## src/rtl/otp_pkg.sv

```systemverilog
// Package: command codes, region map and status bit positions for the OTP controller.
package otp_pkg;
    localparam logic [7:0] CMD_ENTER   = 8'hAF;
    localparam logic [7:0] CMD_EXIT    = 8'hFF;
    localparam logic [7:0] CMD_PROG_A  = 8'h10;
    localparam logic [7:0] CMD_PROG_B  = 8'h40;
    localparam int         USER_BASE   = 32'h20;
    localparam int         LOCK_ADDR   = 32'h40;
    localparam int         USER_WORDS  = 4;
    localparam int         FACT_WORDS  = 4;
    localparam int         SR_READY    = 7;
    localparam int         SR_LOCKED   = 1;
endpackage

```

## src/rtl/otp_cmd_fsm.sv

```systemverilog
// Command decoder for OTP mode.
// It tracks the doubled entry and exit codes, the program-setup state and the
// read view (contents or status). It assumes one bus write per strobe cycle and
// that the caller reports busy from the program timer.
module otp_cmd_fsm #(
    parameter int ADDR_W = 7
) (
    input  logic              clk,
    input  logic              rst_n,
    input  logic              bus_we,
    input  logic [ADDR_W-1:0] bus_addr,
    input  logic [15:0]       bus_wdata,
    input  logic              busy,
    output logic              mode,
    output logic              status_view,
    output logic              prog_req,
    output logic              enter_evt,
    output logic [ADDR_W-1:0] req_addr,
    output logic [15:0]       req_data
);
    import otp_pkg::*;

    logic       mode_q, enter_half_q, exit_half_q, setup_q, view_q;
    logic [7:0] code;
    logic       accept;

    // Decode helpers for the current bus write.
    always_comb begin
        code      = bus_wdata[7:0];
        accept    = bus_we && mode_q && !busy;
        prog_req  = accept && setup_q;
        enter_evt = bus_we && !mode_q && enter_half_q && (code == CMD_ENTER);
        req_addr  = bus_addr;
        req_data  = bus_wdata;
    end

    // Mode, half-sequence and view state updates.
    always_ff @(posedge clk) begin
        if (!rst_n) begin
            mode_q       <= 1'b0;
            enter_half_q <= 1'b0;
            exit_half_q  <= 1'b0;
            setup_q      <= 1'b0;
            view_q       <= 1'b0;
        end else if (bus_we && !mode_q) begin
            if (enter_evt) begin
                mode_q       <= 1'b1;
                enter_half_q <= 1'b0;
                view_q       <= 1'b0;
                setup_q      <= 1'b0;
                exit_half_q  <= 1'b0;
            end else begin
                enter_half_q <= (code == CMD_ENTER);
            end
        end else if (accept) begin
            if (setup_q) begin
                setup_q     <= 1'b0;
                view_q      <= 1'b1;
                exit_half_q <= 1'b0;
            end else if (exit_half_q && code == CMD_EXIT) begin
                mode_q      <= 1'b0;
                exit_half_q <= 1'b0;
            end else begin
                exit_half_q <= (code == CMD_EXIT);
                setup_q     <= (code == CMD_PROG_A) || (code == CMD_PROG_B);
            end
        end
    end

    assign mode        = mode_q;
    assign status_view = view_q;
endmodule

```

## src/rtl/otp_prog_timer.sv

```systemverilog
// Program timer: holds busy for PROG_CYCLES cycles after a start pulse and
// flags the completing edge. It assumes no start arrives while busy.
module otp_prog_timer #(
    parameter int PROG_CYCLES = 8
) (
    input  logic clk,
    input  logic rst_n,
    input  logic start,
    output logic busy,
    output logic done
);
    localparam int CW = $clog2(PROG_CYCLES + 1);

    logic [CW-1:0] cnt_q;

    // Load on start, count down to zero otherwise.
    always_ff @(posedge clk) begin
        if (!rst_n)                cnt_q <= '0;
        else if (start)            cnt_q <= CW'(PROG_CYCLES);
        else if (cnt_q != '0)      cnt_q <= cnt_q - 1'b1;
    end

    assign busy = (cnt_q != '0);
    assign done = (cnt_q == CW'(1));
endmodule

```

## src/rtl/otp_store.sv

```systemverilog
// OTP storage: the factory code (constant), the user words, the lock bit and the
// sticky refusal flag. It decides whether a program target may be written and
// applies AND-only updates at commit. Reset models a blank part.
module otp_store #(
    parameter int          ADDR_W       = 7,
    parameter logic [63:0] FACTORY_CODE = 64'h1357_9BDF_2468_ACE0
) (
    input  logic              clk,
    input  logic              rst_n,
    input  logic [ADDR_W-1:0] rd_addr,
    input  logic [ADDR_W-1:0] req_addr,
    input  logic [15:0]       req_data,
    input  logic              start,
    input  logic              refuse,
    input  logic              commit,
    input  logic              clr_err,
    output logic              allowed,
    output logic [15:0]       rd_word,
    output logic              lock_err,
    output logic              lock_bit,
    output logic [16*otp_pkg::USER_WORDS-1:0] user_flat
);
    import otp_pkg::*;

    localparam logic [ADDR_W-1:0] USER_A = ADDR_W'(USER_BASE);
    localparam logic [ADDR_W-1:0] LOCK_A = ADDR_W'(LOCK_ADDR);

    logic [15:0]       user_q [USER_WORDS];
    logic              lock_q, err_q;
    logic [ADDR_W-1:0] tgt_addr_q;
    logic [15:0]       tgt_data_q;
    logic              rd_user, rd_fact, req_user;

    // Program target permission check.
    always_comb begin
        req_user = (req_addr[ADDR_W-1:2] == USER_A[ADDR_W-1:2]);
        allowed  = (req_user && lock_q) || (req_addr == LOCK_A);
    end

    // Read mux over factory, user and lock words.
    always_comb begin
        rd_fact = (rd_addr[ADDR_W-1:2] == '0);
        rd_user = (rd_addr[ADDR_W-1:2] == USER_A[ADDR_W-1:2]);
        if (rd_fact)                rd_word = FACTORY_CODE[{rd_addr[1:0], 4'b0000} +: 16];
        else if (rd_user)           rd_word = user_q[rd_addr[1:0]];
        else if (rd_addr == LOCK_A) rd_word = {lock_q, 15'h7FFF};
        else                        rd_word = 16'hFFFF;
    end

    // Latch the accepted program target.
    always_ff @(posedge clk) begin
        if (!rst_n) begin
            tgt_addr_q <= '0;
            tgt_data_q <= 16'hFFFF;
        end else if (start) begin
            tgt_addr_q <= req_addr;
            tgt_data_q <= req_data;
        end
    end

    // User words: AND the latched data in at commit.
    for (genvar w = 0; w < USER_WORDS; w++) begin : g_user
        always_ff @(posedge clk) begin
            if (!rst_n)
                user_q[w] <= 16'hFFFF;
            else if (commit && tgt_addr_q == USER_A + ADDR_W'(w))
                user_q[w] <= user_q[w] & tgt_data_q;
        end
        assign user_flat[16*w +: 16] = user_q[w];
    end

    // Lock bit and refusal flag.
    always_ff @(posedge clk) begin
        if (!rst_n) begin
            lock_q <= 1'b1;
            err_q  <= 1'b0;
        end else begin
            if (commit && tgt_addr_q == LOCK_A) lock_q <= lock_q & tgt_data_q[15];
            if (clr_err)                        err_q  <= 1'b0;
            else if (refuse)                    err_q  <= 1'b1;
        end
    end

    assign lock_err = err_q;
    assign lock_bit = lock_q;
endmodule

```

## src/rtl/otp_ctrl.sv

```systemverilog
// Top of the OTP region controller. It joins the command decoder, the program
// timer and the storage, and forms the read data (contents, status or zero).
// It assumes the main command decoder yields the bus while otp_mode is high.
module otp_ctrl #(
    parameter int          ADDR_W       = 7,
    parameter int          PROG_CYCLES  = 8,
    parameter logic [63:0] FACTORY_CODE = 64'h1357_9BDF_2468_ACE0
) (
    input  logic              clk,
    input  logic              rst_n,
    input  logic              bus_we,
    input  logic [ADDR_W-1:0] bus_addr,
    input  logic [15:0]       bus_wdata,
    output logic              otp_mode,
    output logic              otp_busy,
    output logic [15:0]       otp_rdata
);
    import otp_pkg::*;

    logic              status_view, prog_req, enter_evt, allowed, done;
    logic              lock_err, lock_bit;
    logic [ADDR_W-1:0] req_addr;
    logic [15:0]       req_data, rd_word;
    logic [15:0]       status_word;
    logic [16*USER_WORDS-1:0] user_flat;

    otp_cmd_fsm #(.ADDR_W(ADDR_W)) u_fsm (
        .clk(clk), .rst_n(rst_n), .bus_we(bus_we), .bus_addr(bus_addr),
        .bus_wdata(bus_wdata), .busy(otp_busy), .mode(otp_mode),
        .status_view(status_view), .prog_req(prog_req), .enter_evt(enter_evt),
        .req_addr(req_addr), .req_data(req_data)
    );

    otp_prog_timer #(.PROG_CYCLES(PROG_CYCLES)) u_tmr (
        .clk(clk), .rst_n(rst_n), .start(prog_req && allowed),
        .busy(otp_busy), .done(done)
    );

    otp_store #(.ADDR_W(ADDR_W), .FACTORY_CODE(FACTORY_CODE)) u_store (
        .clk(clk), .rst_n(rst_n), .rd_addr(bus_addr), .req_addr(req_addr),
        .req_data(req_data), .start(prog_req && allowed),
        .refuse(prog_req && !allowed), .commit(done), .clr_err(enter_evt),
        .allowed(allowed), .rd_word(rd_word), .lock_err(lock_err),
        .lock_bit(lock_bit), .user_flat(user_flat)
    );

    // Read data: zero outside the mode, status or contents inside it.
    always_comb begin
        status_word            = 16'h0000;
        status_word[SR_READY]  = !otp_busy;
        status_word[SR_LOCKED] = lock_err;
        if (!otp_mode)         otp_rdata = 16'h0000;
        else if (status_view)  otp_rdata = status_word;
        else                   otp_rdata = rd_word;
    end
endmodule

```

## config.mk

```make
export PLATFORM = sky130hd
export DESIGN_NAME = otp_ctrl
export DESIGN_NICKNAME = d
export VERILOG_FILES = /design/src/rtl/otp_pkg.sv /design/src/rtl/otp_cmd_fsm.sv /design/src/rtl/otp_prog_timer.sv /design/src/rtl/otp_store.sv /design/src/rtl/otp_ctrl.sv
export SDC_FILE = /design/constraint.sdc
export NUM_CORES = 1
export LEC_CHECK = 0
export BUFFER_PORTS_ARGS = -buffer_cell sky130_fd_sc_hd__buf_4
export CAP_MARGIN = 30
export CORE_MARGIN = 2
export CORE_UTILIZATION = 45
export CTS_CLUSTER_DIAMETER = 200
export DETAILED_ROUTE_END_ITERATION = 8
export GPL_TIMING_DRIVEN = 0
export HOLD_SLACK_MARGIN = 0.03
export PLACE_DENSITY = 0.63
export SLEW_MARGIN = 5
export SYNTH_ARGS = -nofsm -noshare
export SYNTH_HDL_FRONTEND = slang
export SYNTH_HIERARCHICAL = 1
export SYNTH_SLANG_ARGS = --single-unit
```

## constraint.sdc

```tcl
create_clock -name clk -period 8.9 [get_ports clk]
set_input_delay 1.78 -clock clk [delete_from_list [all_inputs] [get_ports clk]]
set_output_delay 1.78 -clock clk [all_outputs]
set_load 0.03 [all_outputs]
```

==> impl_metrics.env, run 1 <==
export IMPL_cp_max_fo=10
export IMPL_dp_hpwl_um=7920
export IMPL_skew_ns=0.00855
export IMPL_synth_avg_cell_area_um2=11.6
export IMPL_finalHoldViolations=0
export IMPL_syn_to_final_growth_pct=14.0
export IMPL_ios=44
export IMPL_drv_cap=0
export IMPL_cp_end_kind="output port"
export IMPL_viasPerCell=5.37
export IMPL_utilization=0.522
export IMPL_antenna_found_initial=0
export IMPL_gr_total_overflow=0
export IMPL_wl_per_cell_um=18.3
export IMPL_drcViolationCount=0
export IMPL_place_gp_congestion=0.780
export IMPL_yosys_warnings=6
export IMPL_ant_nets=0
export IMPL_row_count=38
export IMPL_dr_pass1_iters=4
export IMPL_cts_hold_buf=0
export IMPL_fill_cells=968
export IMPL_crit_required_ns=7.12
export IMPL_tns_ns=0
export IMPL_path_class="in -> out"
export IMPL_multi_input_area_mm2=0.00206
export IMPL_syn_num_nets=458
export IMPL_power_density_mw_per_mm2=163
export IMPL_regArea_mm2=0.00260
export IMPL_ys_async_sr_fraction=0
export IMPL_fmax_mhz=175
export IMPL_synth_ff_type="edfxtp_1"
export IMPL_synth_distinct_cells=53
export IMPL_cts_resized=0
export IMPL_die_w_um=109
export IMPL_worstSetupStartpointType="input pin"
export IMPL_tritoncts="yes"
export IMPL_cts_setup_buffers=0
export IMPL_clock_path_buffers=2
export IMPL_synth_edf_count=64
export IMPL_p_total_w=0.000916
export IMPL_clk_latency_ns=0.37
export IMPL_initialDrtViolationCount=193
export IMPL_cp_arrival_ns=3.94
export IMPL_clkSlewWorstSetupHoldPaths_ns=0.09
export IMPL_dieArea_mm2=0.0118
export IMPL_grt_max_degree=17
export IMPL_drv_slew=0
export IMPL_drive_gt1_frac=0.260
export IMPL_grt_usage=0.209
export IMPL_core_area_mm2=0.0108
export IMPL_rsz0062_at_grt="false"
export IMPL_vias=3336
export IMPL_clock_sinks=98
export IMPL_tightest_slew_ns=0.951
export IMPL_cts_buffers=9
export IMPL_cts_root_buf="clkbuf_8"
export IMPL_min_path_type="reg -> reg"
export IMPL_layout_common_cells="nand2_1, edfxtp_1, buf_4, dfxtp_1, a21o_1"
export IMPL_fin_cells=621
export IMPL_initial_utilization=0.458
export IMPL_synth_seq_area_share=0.526
export IMPL_final_common_cell="nand2_1"
export IMPL_h_tree_depth=3
export IMPL_fin_nets=507
export IMPL_drt_total_wl_um=11400
export IMPL_n_antenna_cell=0
export IMPL_leakage_nw=1.96
export IMPL_grt_pass1_vias=3387
export IMPL_final_period_utilization=0.643
export IMPL_syn_inst=427
export IMPL_relSlewSlack=0.365
export IMPL_port_buffers=34
export IMPL_grt_pass1_wl_um=18100
export IMPL_setup_violations=0
export IMPL_synth_seq_cells=98
export IMPL_synth_area_mm2=0.00494
export IMPL_finalCriticalPeriod_ns=5.72
export IMPL_irDropWorstVdd_uv=137
export IMPL_status="finished clean"
export IMPL_die_h_um=109
export IMPL_dp_cells=604
-- flip-flops by register name, indices dropped and copies added, names as in the netlist --
name                cells
u_fsm/mode              1
u_store/user_q         64
u_tmr/cnt_q             4
u_fsm/exit_half_q       1
u_fsm/enter_half_q      1
u_store/lock_err        1
u_fsm/status_view       1
u_fsm/setup_q           1
u_store/tgt_data_q     16
u_store/lock_bit        1
u_store/tgt_addr_q      7
-- cells in the mapped netlist (all sizes together), types with 6 or more instances --
| cell | count | area, um2 |
|---|---|---|
| clkbuf | 8 | 31.3 |
| dfxtp | 34 | 681 |
| buf | 33 | 231 |
| edfxtp | 64 | 1920 |
| mux2i | 26 | 260 |
| nor4 | 6 | 65.1 |
| o21a | 12 | 90.1 |
| mux4 | 15 | 338 |
| and2 | 16 | 130 |
| nand2 | 90 | 338 |
| a21o | 33 | 248 |
| nor2 | 16 | 60.1 |
| inv | 9 | 33.8 |
-- path summary, 6_finish.rpt --
kind / slack, ns / start / depth (start not counted) / endpoint
worst max register to register: 5.79 / u_tmr/cnt_q[0] / 11 / u_store/tgt_data_q[0]
worst max-delay path: 3.18 / bus_addr[1] / 8 / otp_rdata[1]
worst min register to register: 0.49 / u_fsm/exit_half_q / 1 / u_fsm/exit_half_q
worst min-delay path: 0.49 / u_fsm/exit_half_q / 1 / u_fsm/exit_half_q
-- layer usage --
layer,vias to the layer above,track usage,share of wire
li1,1615,-,-
met1,1628,0.272,0.44
met2,79,0.347,0.49
met3,14,0.0341,0.055
met4,0,0.0842,0.019
met5,-,0,0
-- worst max-delay path, stage by stage --
cell,delay (ns)
buf_4,0.10
clkbuf_1,0.46
buf_1,0.62
mux4_2,0.42
o21a_1,0.20
mux2i_1,0.14
nor2b_1,0.06
buf_4,0.16
-- cell type report --
class | count | area share
multi-input combinational | 279 | 0.365
sequential | 98 | 0.462
buffer | 41 | 0.0466
clock inverter | 7 | 0.0120
timing repair buffer | 38 | 0.0559
tap | 140 | 0.0311
inverter | 9 | 0.00599
clock buffer | 9 | 0.0220
-- stage by stage --
step           cell area [um2]  setup slack (ns)  hold WS, ns
2_1_floorplan             4940              3.70        0.440
3_3_place_gp              5370              3.12        0.469
3_5_place_dp              5430              3.16        0.479
4_1_cts                   5620              3.13        0.495
5_1_grt                   5640              3.00        0.523
6_report                  5640              3.18        0.494
-- kinds of logic after synthesis --
logic type / share of synthesized area
flip-flops: 0.526
AND/OR/NAND/NOR: 0.178
multiplexers: 0.123
buffers and inverters: 0.0600
adder cells (fa/ha/maj): 0.0127
AO/OA/AOI/OAI: 0.0947
XOR/XNOR: 0.00532
-- power breakdown --
part	switching [W]	internal (W)	total [W]
Sequential	0.00000913	0.000492	0.000502
Combinational	0.0000704	0.0000578	0.000128
Clock	0.000157	0.000130	0.000286
Note: power is estimated with default switching activity, not from simulation.
==> run 2, diff against run 1 <==
- ABC_AREA: default -> 1
- PLACE_DENSITY: 0.63 -> 0.65
- clock period: 8.9 -> 4.8 ns (I/O delays scaled with it)
==> run 2 against run 1 <==
Effect of this change: global-route usage grew 2.5 points; setup slack worse by 2.2 ns; clock power grew 140%; worst hold slack better by 0.0024 ns; die area grew 8.5%; sequential share of layout area is 3.4 points lower; clock-buffer cell count up 7; sequential cell count stayed put; critical path depth unchanged; critical path type unchanged; largest cell class unchanged.
==> impl_metrics.env, run 2 <==
export IMPL_syn_num_nets=709
export IMPL_cp_end_kind="output port"
export IMPL_crit_required_ns=3.84
export IMPL_synth_ff_type="edfxtp_1"
export IMPL_cts_buffers=9
export IMPL_status="finished clean"
export IMPL_clkSlewWorstSetupHoldPaths_ns=0.06
export IMPL_finalHoldViolations=0
export IMPL_viasPerCell=5.47
export IMPL_dr_pass1_iters=5
export IMPL_comb_power_share=0.146
export IMPL_fill_cells=1068
export IMPL_drive_gt1_frac=0.166
export IMPL_skew_ns=0.00494
export IMPL_cp_arrival_ns=2.82
export IMPL_p_total_w=0.00188
export IMPL_synth_distinct_cells=31
export IMPL_pre_cts_ws_ns=1.09
export IMPL_final_common_cell="nand2_1"
export IMPL_cts_hold_buf=0
export IMPL_row_count=39
export IMPL_clock_path_buffers=2
export IMPL_leakage_nw=3.04
export IMPL_synth_area_mm2=0.00538
export IMPL_ant_nets=0
export IMPL_irDropWorstVdd_uv=214
export IMPL_max_flop_register="u_store/user_q"
export IMPL_n_antenna_cell=0
export IMPL_worstSetupStartpointType="input pin"
export IMPL_grt_usage=0.234
export IMPL_min_path_type="reg -> reg"
export IMPL_clk_latency_ns=0.34
export IMPL_p_switching_w=0.000483
export IMPL_relSlewSlack=0.390
export IMPL_tns_ns=0
export IMPL_h_tree_depth=3
export IMPL_rsz0062_at_grt="false"
export IMPL_fmax_mhz=265
export IMPL_cts_root_buf="clkbuf_16"
export IMPL_synth_top_cell_by_area="edfxtp_1"
export IMPL_swShare=0.257
export IMPL_synth_top_area_share=0.357
export IMPL_synth_edf_count=64
export IMPL_synth_cells_most_frequent="nand2_1, edfxtp_1, inv_1"
export IMPL_die_w_um=113
export IMPL_drt_total_wl_um=14600
export IMPL_dieArea_mm2=0.0128
export IMPL_cts_setup_buffers=0
export IMPL_grt_max_degree=17
export IMPL_grt_pass1_wl_um=23100
export IMPL_fin_nets=754
export IMPL_initial_utilization=0.465
export IMPL_intPower_w=0.00140
export IMPL_syn_to_final_growth_pct=13.2
export IMPL_synth_seq_area_share=0.484
export IMPL_ys_async_sr_fraction=0
export IMPL_initialDrtViolationCount=398
export IMPL_cts_resized=0
export IMPL_largest_registers="u_store/user_q (64), u_store/tgt_data_q (16), u_store/tgt_addr_q (7)"
export IMPL_tightest_slew_ns=0.913
export IMPL_synthTopCellsByArea="edfxtp_1, nand2_1, dfxtp_1"
export IMPL_port_buffers=34
export IMPL_wl_per_cell_um=16.7
export IMPL_grt_pass1_vias=4561
export IMPL_synth_seq_cells=98
export IMPL_largest_reg_flops=64
export IMPL_place_area_mm2=0.00581
export IMPL_clock_sinks=98
export IMPL_place_gp_congestion=0.867
export IMPL_cp_max_fo=7
export IMPL_vias=4766
export IMPL_finalCriticalPeriod_ns=3.78
export IMPL_synth_avg_cell_area_um2=7.93
export IMPL_drcViolationCount=0
export IMPL_clkPwrFrac=0.362
export IMPL_design_area_mm2=0.00609
export IMPL_seqPwrFrac=0.493
export IMPL_drv_cap=0
export IMPL_gr_total_overflow=0
export IMPL_setup_violations=0
export IMPL_yosys_warnings=6
export IMPL_synth_most_common_cell="nand2_1"
export IMPL_tritoncts="yes"
export IMPL_die_h_um=113
export IMPL_dp_hpwl_um=10300
export IMPL_core_area_mm2=0.0116
export IMPL_drv_slew=0
export IMPL_antenna_found_initial=0
export IMPL_layout_common_cells="nand2_1, edfxtp_1, buf_4, inv_1, nand3_1"
export IMPL_path_class="in -> out"
export IMPL_ios=44
export IMPL_power_density_mw_per_mm2=309
export IMPL_final_period_utilization=0.787
export IMPL_syn_inst=678
export IMPL_fin_ws_ns=1.02
run 2: cell types whose count changed in the layout (fill, tap and decap cells not counted), sizes merged, moves of 33 or more:
cell	change
nand2	+154
inv	+52
nand3	+50
nand4	+45
nor2	+45
a21o	-33
run 2: cell type report:
class	count	area (um2)	area share
well taps	143	179	0.0294
multi-input cells	462	2170	0.357
clock buffers	16	275	0.0452
repair buffers	34	255	0.0419
inverters	64	240	0.0395
flip-flops and latches	98	2600	0.427
plain buffers	54	362	0.0594
run 2: metal layers:
layer,vias to the layer above,GRT usage,routed length [um]
met5,-,0,0
met4,0,0.104,365
met3,30,0.0466,1040
met2,193,0.375,6740
met1,2251,0.307,6430
li1,2292,-,-
run 2: cells by family after synthesis:
logic type / share of synthesized area
buf+inv: 0.112
simple gates: 0.354
fa+ha+maj: 0.0116
flops: 0.484
compound gates: 0.0368
xor+xnor: 0.00163
run 2: final timing paths:
kind                                       start                    to  slack, ns  cells after the start
worst max-delay path                 bus_addr[3]          otp_rdata[1]       1.02                      8
worst min-delay path            u_store/lock_bit      u_store/lock_bit       0.50                      2
worst max register to register    u_tmr/cnt_q[1]  u_store/user_q[2][6]       2.13                      7
worst min register to register  u_store/lock_bit      u_store/lock_bit       0.50                      2
run 2: stage by stage:
stage                     hold WS [ns]  instances  utilization
after global routing             0.519        871        0.526
after detailed placement         0.482        855        0.503
after global placement           0.468        855        0.503
after floorplan                  0.439        678            -
final                            0.496        871        0.526
after CTS                        0.495        871        0.526
run 2: power by group through the flow:
stage          sequential [W]  combinational (W)  clock [W]
6_report             0.000927           0.000274   0.000680
4_1_cts              0.000927           0.000274   0.000698
2_1_floorplan        0.000942           0.000194          0
3_5_place_dp         0.000945           0.000272          0
3_3_place_gp         0.000944           0.000261          0
5_1_grt              0.000929           0.000306   0.000725
run 2: critical path: stages:
cell	delay, ns
buf_4	0.11
nor2_1	0.22
nand3_1	0.31
nor2_1	0.66
a21oi_1	0.20
nor2_1	0.13
nor2_1	0.05
buf_4	0.16
